===== config.mk =====
export PLATFORM = sky130hd
export DESIGN_NAME = stepseq
export DESIGN_NICKNAME = d
export VERILOG_FILES = /design/src/rtl/stepseq_pkg.sv /design/src/rtl/stepseq_decode.sv /design/src/rtl/stepseq_next.sv /design/src/rtl/stepseq_drive.sv /design/src/rtl/stepseq.sv
export SDC_FILE = /design/constraint.sdc
export NUM_CORES = 1
export LEC_CHECK = 0
export CAP_MARGIN = 20
export CELL_PAD_IN_SITES_DETAIL_PLACEMENT = 0
export CELL_PAD_IN_SITES_GLOBAL_PLACEMENT = 2
export CORE_MARGIN = 2
export CORE_UTILIZATION = 21
export DETAILED_ROUTE_END_ITERATION = 10
export GPL_ROUTABILITY_DRIVEN = 0
export PLACE_DENSITY_LB_ADDON = 0.1
export SETUP_SLACK_MARGIN = 0.5
export SLEW_MARGIN = 20
export SYNTH_ARGS = -nofsm -noshare
export SYNTH_HDL_FRONTEND = slang
export SYNTH_SLANG_ARGS = --single-unit

===== constraint.sdc =====
create_clock -name clk -period 1.7 [get_ports clk]
set_clock_uncertainty 0.2 [all_clocks]
set_input_delay 0.17 -clock clk [delete_from_list [all_inputs] [get_ports clk]]
set_output_delay 0.17 -clock clk [all_outputs]
set_load 0.02 [all_outputs]

===== src/rtl/stepseq_pkg.sv =====
package stepseq_pkg;
    localparam int NUM_STEPS = 8;
    localparam int STEP_W    = $clog2(NUM_STEPS);
    localparam int NUM_COND  = 8;

    typedef enum logic [STEP_W-1:0] {
        ST_IDLE    = 3'd0,
        ST_GRIP    = 3'd1,
        ST_WELD    = 3'd2,
        ST_COOL    = 3'd3,
        ST_INSPECT = 3'd4,
        ST_RELEASE = 3'd5,
        ST_EJECT   = 3'd6,
        ST_REJECT  = 3'd7
    } step_e;

    localparam int C_GRIPPED   = 0;
    localparam int C_WELD_OK   = 1;
    localparam int C_WELD_BAD  = 2;
    localparam int C_COOLED    = 3;
    localparam int C_INSPECTED = 4;
    localparam int C_RELEASED  = 5;
    localparam int C_EJECTED   = 6;
    localparam int C_REJECTED  = 7;

    localparam logic [NUM_STEPS-1:0] VALVE_MASK =
        NUM_STEPS'((1 << ST_GRIP) | (1 << ST_WELD) | (1 << ST_COOL));
    localparam logic [NUM_STEPS-1:0] PUMP_MASK =
        NUM_STEPS'(1 << ST_WELD);
endpackage


===== src/rtl/stepseq_decode.sv =====
module stepseq_decode
    import stepseq_pkg::*;
(
    input  logic                 clk,
    input  logic                 rst_n,
    input  logic [STEP_W-1:0]    step_i,
    output logic [NUM_STEPS-1:0] active_o
);
    for (genvar g = 0; g < NUM_STEPS; g++) begin : g_flag
        always_ff @(posedge clk or negedge rst_n) begin
            if (!rst_n) begin
                active_o[g] <= 1'b0;
            end else begin
                active_o[g] <= (step_i == STEP_W'(g));
            end
        end
    end


    flags_onehot_chk: assert property (@(posedge clk) disable iff (!rst_n)
        $onehot0(active_o));
endmodule


===== src/rtl/stepseq_next.sv =====
module stepseq_next
    import stepseq_pkg::*;
(
    input  step_e                step_i,
    input  logic                 eligible_i,
    input  logic                 start_i,
    input  logic [NUM_COND-1:0]  cond_i,
    output logic                 adv_o,
    output step_e                nxt_o
);
    step_e target;
    logic  fire;

    always_comb begin
        target = step_i;
        fire   = 1'b0;
        unique case (step_i)
            ST_IDLE: begin
                fire   = start_i;
                target = ST_GRIP;
            end
            ST_GRIP: begin
                fire   = cond_i[C_GRIPPED];
                target = ST_WELD;
            end
            ST_WELD: begin
                if (cond_i[C_WELD_OK]) begin
                    fire   = 1'b1;
                    target = ST_COOL;
                end else if (cond_i[C_WELD_BAD]) begin
                    fire   = 1'b1;
                    target = ST_REJECT;
                end
            end
            ST_COOL: begin
                fire   = cond_i[C_COOLED];
                target = ST_INSPECT;
            end
            ST_INSPECT: begin
                fire   = cond_i[C_INSPECTED];
                target = ST_RELEASE;
            end
            ST_RELEASE: begin
                fire   = cond_i[C_RELEASED];
                target = ST_EJECT;
            end
            ST_EJECT: begin
                fire   = cond_i[C_EJECTED];
                target = ST_IDLE;
            end
            ST_REJECT: begin
                fire   = cond_i[C_REJECTED];
                target = ST_IDLE;
            end
            default: begin
                fire   = 1'b0;
                target = ST_IDLE;
            end
        endcase
    end

    assign adv_o = fire & eligible_i;
    assign nxt_o = target;
endmodule


===== src/rtl/stepseq_drive.sv =====
module stepseq_drive
    import stepseq_pkg::*;
(
    input  logic                 clk,
    input  logic                 rst_n,
    input  logic [NUM_STEPS-1:0] active_i,
    input  logic                 pause_i,
    output logic                 valve_o,
    output logic                 pump_o
);
    always_comb begin
        valve_o = |(active_i & VALVE_MASK);
        pump_o  = (|(active_i & PUMP_MASK)) & ~pause_i;
    end


    pump_paused_chk: assert property (@(posedge clk) disable iff (!rst_n)
        pause_i |-> !pump_o);
endmodule


===== src/rtl/stepseq.sv =====
module stepseq
    import stepseq_pkg::*;
(
    input  logic                 clk,
    input  logic                 rst_n,
    input  logic                 start_i,
    input  logic [NUM_COND-1:0]  cond_i,
    input  logic                 pause_i,
    input  logic                 estop_i,
    output logic [STEP_W-1:0]    step_o,
    output logic [NUM_STEPS-1:0] step_active_o,
    output logic                 valve_o,
    output logic                 pump_o
);
    step_e                step_q;
    step_e                step_nxt;
    logic                 adv;
    logic                 cur_active;
    logic [NUM_STEPS-1:0] active;

    assign cur_active = active[step_q];

    stepseq_next u_next (
        .step_i     (step_q),
        .eligible_i (cur_active),
        .start_i    (start_i),
        .cond_i     (cond_i),
        .adv_o      (adv),
        .nxt_o      (step_nxt)
    );

    always_ff @(posedge clk or negedge rst_n) begin
        if (!rst_n) begin
            step_q <= ST_IDLE;
        end else if (estop_i) begin
            step_q <= ST_IDLE;
        end else if (pause_i) begin
            step_q <= step_q;
        end else if (adv) begin
            step_q <= step_nxt;
        end
    end

    stepseq_decode u_decode (
        .clk      (clk),
        .rst_n    (rst_n),
        .step_i   (step_q),
        .active_o (active)
    );

    stepseq_drive u_drive (
        .clk      (clk),
        .rst_n    (rst_n),
        .active_i (active),
        .pause_i  (pause_i),
        .valve_o  (valve_o),
        .pump_o   (pump_o)
    );

    assign step_o        = step_q;
    assign step_active_o = active;


    estop_idle_chk: assert property (@(posedge clk) disable iff (!rst_n)
        estop_i |=> (step_q == ST_IDLE));


    pause_hold_chk: assert property (@(posedge clk) disable iff (!rst_n)
        (pause_i && !estop_i) |=> $stable(step_q));


    dwell_chk: assert property (@(posedge clk) disable iff (!rst_n)
        (!$past(estop_i) && (step_q != $past(step_q))) |-> $past(cur_active));
endmodule


==> impl_metrics.ini <==
[run]
drv_cap = 0

[yosys]
netlist_top_cells_count = dfrtp_1, nor2_1, nor3_1
synth.yosys.seq_area_share_pct = 44.6
yosys.area.top_type_share_pct = 44.6
netlist-cell-type-count = 29
synth_warnings = 0
synth.net_count = 76
mapped_avg_cell_area_um2 = 9.79
yosysMostFrequentCell = dfrtp_1
synth_top_area_cell = dfrtp_1
edff_count_synth = 0
synth_seq_cells = 11
synth-async-reset-ratio_pct = 100
synth_area_leaders = dfrtp_1, nor3_1, o31ai_2
synthFlopType = dfrtp_1
synth_area_um2 = 617
gate_count_post_synth = 63

[global_routing]
maximum_number_of_pins_on_one_net_before_global_route_repair = 12
grt_first_pass_wirelength_um = 3130
grt_usage_pct = 12.8
grt-ovfl-total = 0
first_global_vias = 638
number_of_antenna_violations_at_the_first_check_in_global_routing = 0

[sta]
worst_slew_pin_slew_ps = 528
fin_ws_ps = -130
fmax_mhz = 546
final-hold-violation-count = 0
rsz0062_at_grt = yes
period_needed_ps = 1830
relSlewSlack_pct = 64.7
finalSetupViolations = 3
slew_violations = 0
post-route-period-util_pct = 108

[drt]
route.antenna.remaining_nets = 0
wl_um = 2010
post-route-drc-count = 0
first_pass_iters = 4
wl_per_cell_um = 14.5
detailroute.via_count = 651
avgViaCountPerCell = 4.68
dr.first_iter.drc_count = 10

[cts]
tritoncts.num_buffers = 3
numClockSinks = 11
ctsHtreeMaxLevel = 1
clock-root-buffer = clkbuf_4
cts_max_path_buffers = 2
clock_latency_ps = 270
clock_tree_from_tritoncts = yes
clk_transition_reported_paths_ps = 80

[critical_path]
timing.critical_path.to_type = flip-flop
critical_path.cell_chain = or4_4 > o31ai_4 > nor3_4 > and3_4 > a32o_1
worstPathMaxFanout = 8
timing.critical_path.from_type = flip-flop
cpPeakStageDelay_ps = 510
worst-setup-path-type = reg -> reg
worstPathRequired_ps = 1670
cp_top_family = simple AND/OR/NAND/NOR gates
slowest_stage = or4_4
worstPathArrival_ps = 1800
worstPathBufferInverterCount = 0

[power_and_ir_drop]
reported_net_switching_power_w = 0.000407
switching_share_of_power_pct = 36.8
power.sequential.fraction_pct = 30.9
power_leakage_nw = 0.517
power_frac_comb_pct = 52.6
cellPowerDensity_mw_per_mm2 = 920
clockPowerShare_pct = 16.5
power.internal_w = 0.000698
largest_vdd_supply_drop_uv = 649

[status]
outcome = finished with violations
failing_checks = setup timing

[hold_path]
min_path_type = in -> async

[final_layout]
final-seq-area_um2 = 282
final_design_area_no_fill_mm2 = 0.00120
antenna-diode-count = 0
filler_cell_count = 270
postLayoutCoreUtil_pct = 43.1
fin_nets = 122
area_growth_syn_to_layout_pct = 94.5
final_layout_size_suffix_gt1_share_pct = 55.6
combined_area_of_the_multi_input_logic_cells_um2 = 384

[floorplan]
die_height_um = 58.2
row_count = 19
die_area_mm2 = 0.00339
floorplan.initialDensity_pct = 22.2
fp.coreArea_mm2 = 0.00278
design.portCount = 26
fp.dieW_um = 58.2

[placed_design]
numPortBuffers = 25
place_hpwl_um = 1450
detailed_place.area_mm2 = 0.00101
## routing by layer
| layer | up-vias | GRT usage, % | wire, um |
|---|---|---|---|
| li1 | 323 | - | - |
| met1 | 307 | 16.9 | 894 |
| met2 | 17 | 18.8 | 980 |
| met3 | 4 | 4.91 | 88 |
| met4 | 0 | 4.98 | 47 |
| met5 | - | 0 | 0 |
## area by class of cell
type | count | area share [%]
Timing Repair Buffer | 46 | 37.9
Multi-Input combinational cell | 43 | 32.0
Sequential cell | 11 | 23.5
Tap cell | 31 | 3.23
Clock buffer | 4 | 2.19
Inverter | 4 | 1.25
## cells in the final DEF, fill, tap and decap left out, types with 3 or more instances in the layout
master | synthesis | final
clkdlybuf4s50_1 | 0 | 12
nand2_1 | 4 | 4
dfrtp_2 | 0 | 5
clkbuf_4 | 0 | 3
nor2_1 | 5 | 4
buf_4 | 0 | 13
nor3_4 | 0 | 4
dfrtp_1 | 11 | 6
buf_6 | 1 | 17
## power by group through the flow
stage                     clock network, W  registers, W  logic (W)
after detailed placement                 0      0.000345   0.000469
after floorplan                          0      0.000363   0.000239
final                             0.000183      0.000341   0.000580
after global placement                   0      0.000346   0.000471
after CTS                         0.000191      0.000340   0.000514
after global routing              0.000209      0.000349   0.000621
## kinds of logic after synthesis
family | after synthesis | share of synthesized area (%)
AND/OR/NAND/NOR | 26 | 22.7
AO/OA/AOI/OAI | 14 | 20.3
flip-flops | 11 | 44.6
buffers and inverters | 9 | 7.30
multiplexers | 3 | 5.07
## flip-flops by register name (all words and copies together), names as in the netlist
name               cells
step_o                 3
u_decode.active_o      8
## repair_timing
item,CTS,global route
hold buffers,0,0
pin swaps,2,5
setup endpoints to repair,22,23
setup buffers,4,2
gates resized for setup,81,19
## worst paths after layout
| path | slack, ps | to | cells after the start | start |
|---|---|---|---|---|
| hold / removal | 40 | u_decode.active_o[7] | 1 | rst_n |
| hold reg to reg | 490 | u_decode.active_o[1] | 2 | step_o[2] |
| setup / recovery | -130 | step_o[1] | 5 | step_o[0] |
| setup reg to reg | -130 | step_o[1] | 5 | step_o[0] |
| max in group asynchronous | 870 | u_decode.active_o[1] | 1 | rst_n |
| min in group clk | 410 | step_o[1] | 3 | estop_i |
## metrics by stage
step | std cells | setup slack (ps) | TNS [ps] | hold WS, ps | total power [W]
6_report | 139 | -130 | -351 | 39.1 | 0.00110
5_1_grt | 139 | -203 | -549 | 71.1 | 0.00118
4_1_cts | 137 | -129 | -352 | 66.9 | 0.00104
3_5_place_dp | 129 | -292 | -823 | 361 | 0.000814
3_3_place_gp | 129 | -287 | -812 | 359 | 0.000817
2_1_floorplan | 63 | -198 | -493 | -326 | 0.000602
(Power assumes the default switching activity.)
